## config.mk

```make
export PLATFORM = sky130hd
export DESIGN_NAME = sram_access_ctrl
export DESIGN_NICKNAME = d
export VERILOG_FILES = /design/src/rtl/sram_ctrl_pkg.sv /design/src/rtl/sram_ctrl_timer.sv /design/src/rtl/sram_ctrl_fsm.sv /design/src/rtl/sram_ctrl_datapath.sv /design/src/rtl/sram_access_ctrl.sv
export SDC_FILE = /design/constraint.sdc
export NUM_CORES = 1
export LEC_CHECK = 0
export CORE_UTILIZATION = 65
export DETAILED_ROUTE_END_ITERATION = 8
export DONT_BUFFER_PORTS = 1
export PLACE_DENSITY = 0.84
export SLEW_MARGIN = 25
export SYNTH_ARGS = -nofsm -noshare
export SYNTH_HDL_FRONTEND = slang
export SYNTH_SLANG_ARGS = --single-unit
```

## constraint.sdc

```tcl
create_clock -name clk -period 3 [get_ports clk]
set_input_delay 0.6 -clock clk [delete_from_list [all_inputs] [get_ports clk]]
set_output_delay 0.6 -clock clk [all_outputs]
set_load 0.005 [all_outputs]
```

## src/rtl/sram_ctrl_pkg.sv

```systemverilog
package sram_ctrl_pkg;

  typedef struct packed {
    int unsigned rd_cycle_ns;
    int unsigned addr_acc_ns;
    int unsigned oe_acc_ns;
    int unsigned release_ns;
    int unsigned wr_cycle_ns;
    int unsigned wr_pulse_ns;
    int unsigned sel_to_end_ns;
    int unsigned addr_to_end_ns;
    int unsigned data_setup_ns;
  } sram_timing_t;

  typedef enum logic [2:0] {
    ST_IDLE,
    ST_WR,
    ST_WREC,
    ST_RD,
    ST_TURN
  } ctrl_state_t;

  function automatic sram_timing_t grade_timing(input int unsigned grade);
    sram_timing_t t;
    if (grade == 85) begin
      t.rd_cycle_ns    = 85;
      t.addr_acc_ns    = 85;
      t.oe_acc_ns      = 40;
      t.release_ns     = 25;
      t.wr_cycle_ns    = 85;
      t.wr_pulse_ns    = 60;
      t.sel_to_end_ns  = 70;
      t.addr_to_end_ns = 70;
      t.data_setup_ns  = 35;
    end else begin
      t.rd_cycle_ns    = 70;
      t.addr_acc_ns    = 70;
      t.oe_acc_ns      = 35;
      t.release_ns     = 25;
      t.wr_cycle_ns    = 70;
      t.wr_pulse_ns    = 50;
      t.sel_to_end_ns  = 60;
      t.addr_to_end_ns = 60;
      t.data_setup_ns  = 25;
    end
    return t;
  endfunction

  function automatic int unsigned umax(input int unsigned a, input int unsigned b);
    return (a > b) ? a : b;
  endfunction

  // Rounded-up conversion of a nanosecond limit into clock cycles.
  function automatic int unsigned ns_to_cycles(input int unsigned ns, input int unsigned period);
    return (ns + period - 1) / period;
  endfunction

  function automatic int unsigned read_cycles(input sram_timing_t t, input int unsigned period);
    int unsigned c;
    c = umax(ns_to_cycles(t.addr_acc_ns, period), ns_to_cycles(t.oe_acc_ns, period));
    c = umax(c, ns_to_cycles(t.rd_cycle_ns, period));
    return umax(c, 1);
  endfunction

  function automatic int unsigned write_cycles(input sram_timing_t t, input int unsigned period);
    int unsigned c;
    c = umax(ns_to_cycles(t.wr_pulse_ns, period), ns_to_cycles(t.sel_to_end_ns, period));
    c = umax(c, ns_to_cycles(t.addr_to_end_ns, period));
    c = umax(c, ns_to_cycles(t.data_setup_ns, period));
    return umax(c, 1);
  endfunction

  function automatic int unsigned recover_cycles(input sram_timing_t t, input int unsigned period);
    int unsigned wc;
    int unsigned wp;
    wc = ns_to_cycles(t.wr_cycle_ns, period);
    wp = write_cycles(t, period);
    return (wc > wp) ? (wc - wp) : 0;
  endfunction

  function automatic int unsigned turn_cycles(input sram_timing_t t, input int unsigned period);
    return ns_to_cycles(t.release_ns, period);
  endfunction

endpackage

```

## src/rtl/sram_ctrl_timer.sv

```systemverilog
module sram_ctrl_timer #(
  parameter int unsigned CNT_W = 4
) (
  input  logic             clk,
  input  logic             rst,
  input  logic             load,
  input  logic [CNT_W-1:0] load_val,
  output logic             zero
);

  logic [CNT_W-1:0] cnt;

  always_ff @(posedge clk) begin
    if (rst) begin
      cnt <= '0;
    end else if (load) begin
      cnt <= load_val;
    end else if (cnt != '0) begin
      cnt <= cnt - 1'b1;
    end
  end

  assign zero = (cnt == '0);

endmodule

```

## src/rtl/sram_ctrl_fsm.sv

```systemverilog
module sram_ctrl_fsm
  import sram_ctrl_pkg::*;
#(
  parameter int unsigned RD_CYC  = 7,
  parameter int unsigned WP_CYC  = 6,
  parameter int unsigned REC_CYC = 1,
  parameter int unsigned TA_CYC  = 3,
  parameter int unsigned CNT_W   = 4
) (
  input  logic             clk,
  input  logic             rst,
  input  logic             req,
  input  logic             req_we,
  input  logic             tmr_zero,
  output logic             tmr_load,
  output logic [CNT_W-1:0] tmr_val,
  output logic             accept,
  output logic             wr_end,
  output logic             rd_capture,
  output logic             ready,
  output logic             cs_n,
  output logic             oe_n,
  output logic             we_n,
  output logic             bus_drive,
  output ctrl_state_t      state
);

  localparam logic [CNT_W-1:0] RD_LD  = CNT_W'(RD_CYC - 1);
  localparam logic [CNT_W-1:0] WP_LD  = CNT_W'(WP_CYC - 1);
  localparam logic [CNT_W-1:0] REC_LD = CNT_W'((REC_CYC > 0) ? REC_CYC - 1 : 0);
  localparam logic [CNT_W-1:0] TA_LD  = CNT_W'((TA_CYC > 0) ? TA_CYC - 1 : 0);

  ctrl_state_t after_wr;
  ctrl_state_t after_rd;
  logic        rec_load;
  logic        ta_load;

  // The parameters decide whether a recovery or turnaround state exists.
  if (REC_CYC > 0) begin : g_rec
    assign after_wr = ST_WREC;
    assign rec_load = 1'b1;
  end else begin : g_norec
    assign after_wr = ST_IDLE;
    assign rec_load = 1'b0;
  end

  if (TA_CYC > 0) begin : g_ta
    assign after_rd = ST_TURN;
    assign ta_load  = 1'b1;
  end else begin : g_nota
    assign after_rd = ST_IDLE;
    assign ta_load  = 1'b0;
  end

  assign ready      = (state == ST_IDLE);
  assign accept     = ready && req;
  assign wr_end     = (state == ST_WR) && tmr_zero;
  assign rd_capture = (state == ST_RD) && tmr_zero;

  always_comb begin
    tmr_load = 1'b0;
    tmr_val  = '0;
    if (accept) begin
      tmr_load = 1'b1;
      tmr_val  = req_we ? WP_LD : RD_LD;
    end else if (wr_end && rec_load) begin
      tmr_load = 1'b1;
      tmr_val  = REC_LD;
    end else if (rd_capture && ta_load) begin
      tmr_load = 1'b1;
      tmr_val  = TA_LD;
    end
  end

  always_ff @(posedge clk) begin
    if (rst) begin
      state     <= ST_IDLE;
      cs_n      <= 1'b1;
      oe_n      <= 1'b1;
      we_n      <= 1'b1;
      bus_drive <= 1'b0;
    end else begin
      unique case (state)
        ST_IDLE: begin
          if (accept) begin
            cs_n <= 1'b0;
            if (req_we) begin
              we_n      <= 1'b0;
              bus_drive <= 1'b1;
              state     <= ST_WR;
            end else begin
              oe_n  <= 1'b0;
              state <= ST_RD;
            end
          end
        end
        ST_WR: begin
          if (tmr_zero) begin
            cs_n      <= 1'b1;
            we_n      <= 1'b1;
            bus_drive <= 1'b0;
            state     <= after_wr;
          end
        end
        ST_WREC: begin
          if (tmr_zero) state <= ST_IDLE;
        end
        ST_RD: begin
          if (tmr_zero) begin
            cs_n  <= 1'b1;
            oe_n  <= 1'b1;
            state <= after_rd;
          end
        end
        ST_TURN: begin
          if (tmr_zero) state <= ST_IDLE;
        end
        default: state <= ST_IDLE;
      endcase
    end
  end

endmodule

```

## src/rtl/sram_ctrl_datapath.sv

```systemverilog
module sram_ctrl_datapath #(
  parameter int unsigned ADDR_W = 15,
  parameter int unsigned DATA_W = 8
) (
  input  logic              clk,
  input  logic              rst,
  input  logic              accept,
  input  logic              rd_capture,
  input  logic [ADDR_W-1:0] host_addr,
  input  logic [DATA_W-1:0] host_wdata,
  input  logic [DATA_W-1:0] mem_dq_in,
  output logic [ADDR_W-1:0] mem_addr,
  output logic [DATA_W-1:0] mem_dq_out,
  output logic [DATA_W-1:0] host_rdata,
  output logic              host_rvalid
);

  always_ff @(posedge clk) begin
    if (rst) begin
      mem_addr    <= '0;
      mem_dq_out  <= '0;
      host_rdata  <= '0;
      host_rvalid <= 1'b0;
    end else begin
      if (accept) begin
        mem_addr   <= host_addr;
        mem_dq_out <= host_wdata;
      end
      if (rd_capture) host_rdata <= mem_dq_in;
      host_rvalid <= rd_capture;
    end
  end

endmodule

```

## src/rtl/sram_access_ctrl.sv

```systemverilog
module sram_access_ctrl
  import sram_ctrl_pkg::*;
#(
  parameter int unsigned ADDR_W        = 15,
  parameter int unsigned DATA_W        = 8,
  parameter int unsigned CLK_PERIOD_NS = 10,
  parameter int unsigned SPEED_GRADE   = 70
) (
  input  logic              clk,
  input  logic              rst,
  input  logic              host_req,
  input  logic              host_we,
  input  logic [ADDR_W-1:0] host_addr,
  input  logic [DATA_W-1:0] host_wdata,
  output logic              host_ready,
  output logic [DATA_W-1:0] host_rdata,
  output logic              host_rvalid,
  output logic [ADDR_W-1:0] mem_addr,
  output logic              mem_cs_n,
  output logic              mem_oe_n,
  output logic              mem_we_n,
  output logic [DATA_W-1:0] mem_dq_out,
  input  logic [DATA_W-1:0] mem_dq_in,
  output logic              mem_dq_oe
);

  localparam sram_timing_t TIM     = grade_timing(SPEED_GRADE);
  localparam int unsigned  RD_CYC  = read_cycles(TIM, CLK_PERIOD_NS);
  localparam int unsigned  WP_CYC  = write_cycles(TIM, CLK_PERIOD_NS);
  localparam int unsigned  REC_CYC = recover_cycles(TIM, CLK_PERIOD_NS);
  localparam int unsigned  TA_CYC  = turn_cycles(TIM, CLK_PERIOD_NS);
  localparam int unsigned  MAX_CYC = umax(umax(RD_CYC, WP_CYC), umax(REC_CYC, TA_CYC));
  localparam int unsigned  CNT_W   = $clog2(MAX_CYC + 1);

  // Named internal events, shared with the bound checker.
  logic             ev_accept;
  logic             ev_wr_end;
  logic             ev_rd_capture;
  logic             tmr_load;
  logic             tmr_zero;
  logic [CNT_W-1:0] tmr_val;
  ctrl_state_t      ctrl_state;

  sram_ctrl_timer #(
    .CNT_W(CNT_W)
  ) u_timer (
    .clk     (clk),
    .rst     (rst),
    .load    (tmr_load),
    .load_val(tmr_val),
    .zero    (tmr_zero)
  );

  sram_ctrl_fsm #(
    .RD_CYC (RD_CYC),
    .WP_CYC (WP_CYC),
    .REC_CYC(REC_CYC),
    .TA_CYC (TA_CYC),
    .CNT_W  (CNT_W)
  ) u_fsm (
    .clk       (clk),
    .rst       (rst),
    .req       (host_req),
    .req_we    (host_we),
    .tmr_zero  (tmr_zero),
    .tmr_load  (tmr_load),
    .tmr_val   (tmr_val),
    .accept    (ev_accept),
    .wr_end    (ev_wr_end),
    .rd_capture(ev_rd_capture),
    .ready     (host_ready),
    .cs_n      (mem_cs_n),
    .oe_n      (mem_oe_n),
    .we_n      (mem_we_n),
    .bus_drive (mem_dq_oe),
    .state     (ctrl_state)
  );

  sram_ctrl_datapath #(
    .ADDR_W(ADDR_W),
    .DATA_W(DATA_W)
  ) u_dp (
    .clk        (clk),
    .rst        (rst),
    .accept     (ev_accept),
    .rd_capture (ev_rd_capture),
    .host_addr  (host_addr),
    .host_wdata (host_wdata),
    .mem_dq_in  (mem_dq_in),
    .mem_addr   (mem_addr),
    .mem_dq_out (mem_dq_out),
    .host_rdata (host_rdata),
    .host_rvalid(host_rvalid)
  );

endmodule

```

==> out/metrics.cfg, run 1 <==
[global_route]
antenna_found_initial=0
use_met3_pct=8.48
busiest_layer=met2
grt_max_degree=41
grt_use_total_pct=26.6
grt_pass1_wl_um=5130
first_global_vias=1217
met1_usage_pct=27.4
globalRouteOverflowTotal=0
grt_use_met2_pct=46.8

[timing]
finalHoldViolCount=0
whs_ps=311
post-route-period-util_pct=57.8
final_max_slew_viol_count=0
max_freq_mhz=576
tightest_slew_ps=608
setup_viol=0
rsz0062_at_grt=no
fin_setup_tns_ps=0
fin_skew_ps=9.65
setup_slack_ps=1260
relSlewSlack_pct=59.3
finalCriticalPeriod_ps=1740

[setup_path]
crit_fanout=11
worstPathBufferInverterCount=0
critPathLaunchType=flip-flop
slowest_stage=dfxtp_1
slowest_delay_ps=440
crit_path_end_kind=output pin
cp.arrival_ps=1140
worstPathRequired_ps=2400
worst-setup-path-type=flip-flop to output pin
crit_chain=nor3_1
crit_family=flip-flops

[logic_synthesis]
ys_seq_elements=42
synth_top_family_by_area=simple AND/OR/NAND/NOR gates
async_flop_share_pct=0
synth_cells=193
ys_warn_count=0
synth_top_cell_area_share_pct=51.6
synthAdderAreaFrac_pct=1.53
synth-xor-area-share_pct=0
ys_types=29
synthFlopType=dfxtp_1
synth_compound_area_share_pct=18.3
synthMuxAreaShare_pct=0
syn_area_per_cell_sq_um=8.45
yosys.area.top_type=dfxtp_1
synth_edf_count=0
yosys.area_share.simple_pct=23.1
yosysSeqAreaShare_pct=51.6
synth_area_leaders=dfxtp_1 (52%), nand2_1 (11%), a21oi_1 (11%)
syn_nets=230
syn-cell-area_sq_um=1630

[clock_tree]
cts_root_buf=clkbuf_4
numCtsBuffers=5
cts_buffer_depth=2
cts_tree=built
cts_resized=0
clkSlewWorstSetupHoldPaths_ps=130
cts.sinks=42
hold_buffers=0
h-tree-depth=2
worstSkewPairLatency_ps=340
post-cts-setup-buffer-count=0

[route]
remaining_drc_errors=0
viasPerCell=5.85
vias=1263
detail-route-antenna-nets=0
post_drt_wl_per_cell_um=15.0
drtPass1Iterations=4
drtIter0Drc=35
drt_wl_total_um=3250

[run_status]
outcome=completed

[final_layout]
fin_nets=224
drive_gt1_share_pct=6.91
layout_common_cells=nand2_1 (49), dfxtp_1 (42), a21oi_1 (35), nand3_1 (9), o21ai_0 (8)
fillers=182
syn2layout_area_growth_pct=3.07
final_common_cell=nand2_1
final_cells=216
n_antenna_cell=0

[power]
p_leak_uw=0.000607
powerDensity_nw_per_um2=807
vdd_drop_max_mv=0.638
power_uw=1360

[floorplanning]
die_height_um=52.1
rows=17
die_area_sq_um=2710
dieWidth_um=52.1
ioPinCount=72
initial_core_util_pct=71.0
core_sq_um=2300

[placement]
io_buffers=0
pre_cts_ws_ps=1290
dp_hpwl_um=2300
place_inst=208
place.gp.congestion=0.760

[hold_path]
hold_path.class=input pin to flip-flop

[flow_run]
max_cap_violations=0

-- cell usage after synthesis (all sizes together), types with 3 or more instances --
cell,number
nand2,49
dfxtp,42
a21oi,35
nand3,9
o21ai,9
buf,8
clkbuf,6
inv,4
nor2,4
nor3,4
nor3b,3
-- layout make-up --
class                      count  area (sq um)  share of cell area, %
clock buffer                   5          37.5                   2.23
timing repair buffer           1          7.51                  0.447
multi-input combinational    133           699                   41.6
inverter                       4          15.0                  0.894
tap                           28          35.0                   2.08
sequential                    42           841                   50.0
clock inverter                 3          45.0                   2.68
-- logic make-up (layout without fill, tap and decap cells) --
group | after synthesis | in the layout
AO/OA/AOI/OAI | 53 | 53
adder cells (fa/ha/maj) | 2 | 2
buffers and inverters | 18 | 13
flip-flops | 42 | 42
AND/OR/NAND/NOR | 78 | 78
-- flip-flops by register name, summed over array words and instances (netlist names) --
register,cells
u_dp.host_rdata,8
u_fsm.we_n,1
u_timer.cnt,3
u_dp.mem_addr,15
u_fsm.oe_n,1
u_fsm.bus_drive,1
u_fsm.cs_n,1
u_dp.host_rvalid,1
u_dp.mem_dq_out,8
u_fsm.state,3
-- metal layers --
metal | up-vias | share of wire, %
li1 | 643 | -
met1 | 562 | 43
met2 | 52 | 48
met3 | 6 | 7.4
met4 | 0 | 1.8
met5 | - | 0
-- report_power, final --
group | internal [uW] | switching, uW | leakage [uW]
Sequential | 626 | 62.9 | 0.000344
Clock | 175 | 181 | 0.0000374
Combinational | 118 | 192 | 0.000225
-- stage by stage --
step / cell area, sq um / utilization, %
final: 1680 / 73.1
after global routing: 1680 / 73.1
after detailed placement: 1600 / 69.6
after floorplan: 1630 / -
after CTS: 1680 / 73.1
after global placement: 1600 / 69.6
-- path summary, 6_finish.rpt --
path / from / end / slack (ps) / depth (start not counted)
worst min register to register: u_dp.mem_addr[5] / u_dp.mem_addr[5] / 480 / 2
worst max register to register: u_timer.cnt[0] / u_timer.cnt[1] / 1300 / 5
worst min-delay path: rst / u_dp.mem_addr[5] / 310 / 1
worst max-delay path: u_fsm.state[0] / host_ready / 1260 / 1
(Power assumes the default switching activity.)
==> run 2: changes to the inputs <==
--- a/config.mk
+++ b/config.mk
@@ -5,10 +5,11 @@
 export SDC_FILE = /design/constraint.sdc
 export NUM_CORES = 1
 export LEC_CHECK = 0
-export CORE_UTILIZATION = 65
+export ABC_AREA = 1
+export CORE_UTILIZATION = 54
 export DETAILED_ROUTE_END_ITERATION = 8
 export DONT_BUFFER_PORTS = 1
-export PLACE_DENSITY = 0.84
+export PLACE_DENSITY = 0.75
 export SLEW_MARGIN = 25
 export SYNTH_ARGS = -nofsm -noshare
 export SYNTH_HDL_FRONTEND = slang
==> constraint.sdc (replaced) <==
create_clock -name clk -period 1.5 [get_ports clk]
set_input_delay 0.3 -clock clk [delete_from_list [all_inputs] [get_ports clk]]
set_output_delay 0.3 -clock clk [all_outputs]
set_load 0.005 [all_outputs]
==> run 2 against run 1 <==
Sequential share of layout area is 2.8 points lower. Register-to-register slack worse by 1200 ps. Critical path type is now flip-flop to flip-flop. Global-route usage is 3.7 points lower. The flow now finishes with violations (design-rule violations). Highest routed layer unchanged. Sequential cell count stayed put. Setup slack worse by 1200 ps. Via count is 8.9% higher.
==> out/metrics.cfg, run 2 <==
[setup_path]
worst-setup-path-type=flip-flop to flip-flop
critPathLaunchType=flip-flop
r2r_cells=12
crit-reg2reg-launch=u_timer.cnt[1]
rr_endpoint=u_fsm.state[1]
cpMostUsedCell=nand2_1
worstPathBufferInverterCount=4
critical_path_depth=12
worstSetupEndpoint=u_fsm.state[1]
crit_fanout=5
worstSetupStartpoint=u_timer.cnt[1]
r2r_setup_slack_ps=90
slowest_stage=dfxtp_2
worstPathRequired_ps=1790
crit_family=simple AND/OR/NAND/NOR gates
crit_chain=inv_1, ha_1, inv_1, nor2_4, inv_2, nand2_1, nand2_1, inv_2, nand2_2, nand2_2, nand2_1, nor2_1
cp.arrival_ps=1690
crit_path_end_kind=flip-flop
slowest_delay_ps=340

[logic_synthesis]
ys_warn_count=0
ys_types=19
synth_edf_count=0
ys_seq_elements=42
synth_area_leaders=dfxtp_1 (52%), nand2_1 (16%), a21oi_1 (8.9%)
syn_nets=255
syn_area_per_cell_sq_um=7.45
synth_top_cell_area_share_pct=51.8
synth_cells=218
syn-cell-area_sq_um=1620
yosysSeqAreaShare_pct=51.8
async_flop_share_pct=0
yosys.cell_count.top_type=nand2_1
synthFlopType=dfxtp_1
yosys-top-cells-count=nand2_1 (71), dfxtp_1 (42), a21oi_1 (29), nor2_1 (27), o21ai_0 (11)
yosys.area.top_type=dfxtp_1

[clock_tree]
clkSlewWorstSetupHoldPaths_ps=120
worstSkewPairLatency_ps=340
h-tree-depth=2
numCtsBuffers=5
cts.sinks=42
cts_buffer_depth=2
cts_tree=built
cts_root_buf=clkbuf_4

[timing]
setup_viol=0
post-route-period-util_pct=93.7
finalHoldViolCount=0
fin_setup_tns_ps=0
relSlewSlack_pct=50.8
final_max_slew_viol_count=0
tightest_slew_ps=735
finalCriticalPeriod_ps=1410
max_freq_mhz=711
fin_skew_ps=5.90
setup_slack_ps=94.5
whs_ps=39.9
rsz0062_at_grt=yes

[final_layout]
layout_common_cells=nand2_1 (68), dfxtp_1 (40), a21oi_1 (29), nor2_1 (27), nand3_1 (8)
fillers=256
syn2layout_area_growth_pct=9.86
largest_reg_flops=15
final_common_cell=nand2_1
top_regs=u_dp.mem_addr: 15 flops, u_dp.host_rdata: 8 flops, u_dp.mem_dq_out: 8 flops
drive_gt1_share_pct=13.8
largest-register=u_dp.mem_addr
fin_nets=261
n_antenna_cell=0

[route]
remaining_drc_errors=4
post_drt_wl_per_cell_um=13.8
drtIter0Drc=80
vias=1376
drtPass1Iterations=6
detail-route-antenna-nets=0
drt_wl_total_um=3530
viasPerCell=5.38

[placement]
pre_cts_ws_ps=21.0
place.gp.congestion=0.879
io_buffers=0
dp_hpwl_um=2360

[floorplanning]
ioPinCount=72
rows=19
core_sq_um=2810
dieWidth_um=56.8
die_height_um=56.8
die_area_sq_um=3230
initial_core_util_pct=57.9

[flow_run]
max_cap_violations=0

[global_route]
grt_pass1_wl_um=5610
grt_max_degree=24
globalRouteOverflowTotal=0
antenna_found_initial=0
first_global_vias=1264
grt_use_total_pct=22.9

[power]
power_uw=3320
powerDensity_nw_per_um2=1860
p_leak_uw=0.000746
vdd_drop_max_mv=1.09

[hold_path]
hold_path.class=input pin to flip-flop

[run_status]
outcome=finished, violations left
failed_checks=design-rule violations

## run 2: cell types whose count changed in the layout (fill, tap and decap cells not counted), sizes merged, moves of 4 or more
cell and change:
inv +8, nand2 +24, buf +5, nor3 -4, a21oi -6, nor2 +25
## run 2: how the worst min path moves through the flow
stage | startpoint | end | slack [ps] | cells past startpoint
floorplan | host_addr[14] | u_dp.mem_addr[14] | 440 | 2
global placement | rst | u_dp.mem_addr[3] | 370 | 1
global route | rst | u_fsm.state[2] | 20 | 1
detailed placement | rst | u_dp.mem_addr[11] | 370 | 1
CTS | rst | u_dp.mem_addr[9] | 0.9 | 1
finish | rst | u_fsm.state[2] | 40 | 1
## run 2: timing repair
| action | 4_1_cts | 5_1_grt |
|---|---|---|
| gates cloned | 0 | 0 |
| hold endpoints to repair | 21 | 2 |
| buffers inserted | 0 | 3 |
| resized for setup | 1 | 17 |
| endpoints found under the setup margin | 2 | 31 |
| pin swaps | 0 | 2 |
| hold buffers | 2 | 1 |
## run 2: worst reg2reg max path, delay by kind of cell, from the launching register on
family                   cells  cell delay [ps]
flip-flops                   1              340
AND/OR/NAND/NOR              7              580
adder cells (fa/ha/maj)      1              140
buffers and inverters        4              280
## run 2: layout make-up
cell class	instances	area, sq um	area share, %
Clock inverter	3	40.0	2.24
Multi-Input combinational cell	153	689	38.6
Inverter	13	52.6	2.95
Tap cell	31	38.8	2.17
Clock buffer	5	37.5	2.10
Sequential cell	42	843	47.3
Timing Repair Buffer	9	82.6	4.63
## run 2: routing by layer
metal | vias up | share of wire (%) | GRT usage, %
met5 | - | 0 | 0
met4 | 0 | 2.9 | 9.06
met3 | 11 | 8.5 | 9.45
met2 | 62 | 48 | 38.1
met1 | 600 | 40 | 26.2
li1 | 703 | - | -
## run 2: logic make-up after synthesis
kind of cell    synth area share [%]
simple gates                    27.3
compound gates                  12.6
fa+ha+maj                       1.54
buf+inv                         6.78
flops                           51.8
## run 2: metrics by stage
step	utilization, %	cell area (sq um)	instances
after global placement	57.9	1620	242
after detailed placement	57.9	1620	242
after global routing	63.6	1780	256
after floorplan	-	1620	218
final	63.6	1780	256
after CTS	61.6	1730	252
## run 2: where the power goes
part           internal [uW]  switching (uW)  total, uW
Sequential              1330             165       1500
Combinational            427             701       1130
Clock                    345             346        691
==> run 3: changes to the inputs <==
--- a/config.mk
+++ b/config.mk
@@ -5,11 +5,10 @@
 export SDC_FILE = /design/constraint.sdc
 export NUM_CORES = 1
 export LEC_CHECK = 0
-export ABC_AREA = 1
-export CORE_UTILIZATION = 54
+export CORE_UTILIZATION = 55
 export DETAILED_ROUTE_END_ITERATION = 8
 export DONT_BUFFER_PORTS = 1
-export PLACE_DENSITY = 0.75
+export PLACE_DENSITY = 0.76
 export SLEW_MARGIN = 25
 export SYNTH_ARGS = -nofsm -noshare
 export SYNTH_HDL_FRONTEND = slang
==> constraint.sdc (replaced) <==
create_clock -name clk -period 1.5 [get_ports clk]
set_input_delay 0 -clock clk [delete_from_list [all_inputs] [get_ports clk]]
set_output_delay 0 -clock clk [all_outputs]
set_load 0.005 [all_outputs]
==> run 3 against run 2 <==
The run ends with negative setup slack left. Worst hold slack better by 73 ps. Die area down 1.4%. Global-route usage up 2.6 points. Non-clock buffer count up 41. Largest power group unchanged.
==> out/metrics.cfg, run 3 (same netlist as run 1, synthesis figures left out) <==
[run_status]
outcome=finished, violations left
failed_checks=negative setup slack

[hold_path]
hp-start=host_we
hold_path.class=input pin to flip-flop

[timing]
final_max_slew_viol_count=0
whs_ps=113
setup_viol=1
setup_slack_ps=-73.8
fin_skew_ps=14.5
max_freq_mhz=635
tightest_slew_ps=424
finalHoldViolCount=0
relSlewSlack_pct=71.7
post-route-period-util_pct=105
fin_setup_tns_ps=-73.8
finalCriticalPeriod_ps=1570
rsz0062_at_grt=yes

[clock_tree]
cts_root_buf=clkbuf_4
worstSkewPairLatency_ps=350
cts_tree=built
h-tree-depth=2
cts_buffer_depth=2
numCtsBuffers=5
cts.sinks=42
clkSlewWorstSetupHoldPaths_ps=120

[power]
powerDensity_nw_per_um2=1330
p_leak_uw=0.000831
vdd_drop_max_mv=1.18
power_uw=2870

[setup_path]
crit-reg2reg-launch=u_timer.cnt[1]
slowest_stage=a2111oi_1
r2r_cells=5
worstPathRequired_ps=1700
crit_chain=inv_1, ha_2, nor2b_2, a211oi_1, a2111oi_1
cp.arrival_ps=1780
rr_endpoint=u_fsm.state[1]
critPathLaunchType=flip-flop
crit_fanout=4
worstPathBufferInverterCount=1
crit_path_end_kind=flip-flop
worstSetupStartpoint=u_timer.cnt[1]
r2r_setup_slack_ps=-70
worst-setup-path-type=flip-flop to flip-flop
crit_family=compound AO/OA/AOI/OAI gates
critical_path_depth=5
slowest_delay_ps=460
worstSetupEndpoint=u_fsm.state[1]

[final_layout]
layout_common_cells=nand2_1 (49), dfxtp_1 (40), a21oi_1 (35), dlygate4sd3_1 (35), buf_4 (11)
multi_input_area_sq_um=729
syn2layout_area_growth_pct=32.7
largest-register=u_dp.mem_addr
seqCellArea_sq_um=843
fin_nets=273
top_regs=u_dp.mem_addr: 15 flops, u_dp.host_rdata: 8 flops, u_dp.mem_dq_out: 8 flops
largest_reg_flops=15
final_common_cell=nand2_1
postLayoutCoreUtil_pct=77.8
fillers=187
drive_gt1_share_pct=14.3
n_antenna_cell=0

[route]
remaining_drc_errors=0
viasPerCell=5.76
post_drt_wl_per_cell_um=15.6
drtPass1Iterations=4
drtIter0Drc=85
detail-route-antenna-nets=0
drt_wl_total_um=4180
vias=1544

[global_route]
use_met3_pct=7.14
grt_max_degree=41
first_global_vias=1487
antenna_found_initial=0
grt_use_met2_pct=47.2
met1_usage_pct=24.1
grt_use_total_pct=25.6
grt_pass1_wl_um=6220
busiest_layer=met2
globalRouteOverflowTotal=0

[floorplanning]
core_sq_um=2780
ioPinCount=72
die_area_sq_um=3190
initial_core_util_pct=58.6
rows=19
dieWidth_um=56.4
die_height_um=56.4

[placement]
dp_hpwl_um=2330
pre_cts_ws_ps=-67.7
place.gp.congestion=0.696
io_buffers=0

[flow_run]
max_cap_violations=0

[run 3: changes by cell type in the layout (fill, tap and decap cells not counted), moves of 3 or more]
cell	delta
inv_1	-3
o21ai_0	-5
nor3_1	+4
dlygate4sd3_1	+32
buf_4	+6
nand2_2	-4
nand2_1	-19
inv_2	-5
a21oi_1	+6
nor2_1	-23
[run 3: layout make-up]
type / instances / area share (%)
Inverter: 4 / 0.694
Tap cell: 31 / 1.79
Sequential cell: 42 / 39.0
Clock buffer: 5 / 1.74
Multi-Input combinational cell: 133 / 33.7
Clock inverter: 3 / 0.868
Timing Repair Buffer: 50 / 22.2
[run 3: how the worst min path moves through the flow]
stage	cells after the start	end	slack [ps]
global route	3	u_fsm.state[1]	90
detailed placement	1	u_timer.cnt[2]	80
CTS	3	u_fsm.state[1]	1
global placement	1	u_dp.mem_dq_out[2]	70
floorplan	2	u_dp.mem_addr[0]	140
finish	3	u_fsm.state[1]	110
[run 3: metal layers]
| metal | wire length, um | part of all wire, % |
|---|---|---|
| met1 | 1590 | 38 |
| met2 | 2120 | 51 |
| met3 | 310 | 7.4 |
| met4 | 159 | 3.8 |
| met5 | 0 | 0 |
[run 3: through the flow]
stage / instances / cell area, sq um
floorplan: 193 / 1650
global placement: 219 / 1680
detailed placement: 219 / 1680
CTS: 262 / 2100
global route: 268 / 2160
finish: 268 / 2160
[run 3: repair_timing]
| action | CTS | global route |
|---|---|---|
| buffers inserted | 0 | 4 |
| gates cloned | 0 | 1 |
| resized for setup | 2 | 14 |
| endpoints found under the hold margin | 42 | 1 |
| hold buffers | 35 | 1 |
| pin swaps | 0 | 1 |
| endpoints found under the setup margin | 12 | 31 |
[run 3: power by group]
part / switching, uW / internal, uW
combinational: 503 / 455
sequential: 117 / 1260
clock: 357 / 183
total: 978 / 1890
[run 3: tightest hold or removal path: cells and delay by family]
family	cells	cell delay, ps
compound gates	2	370
simple gates	1	30
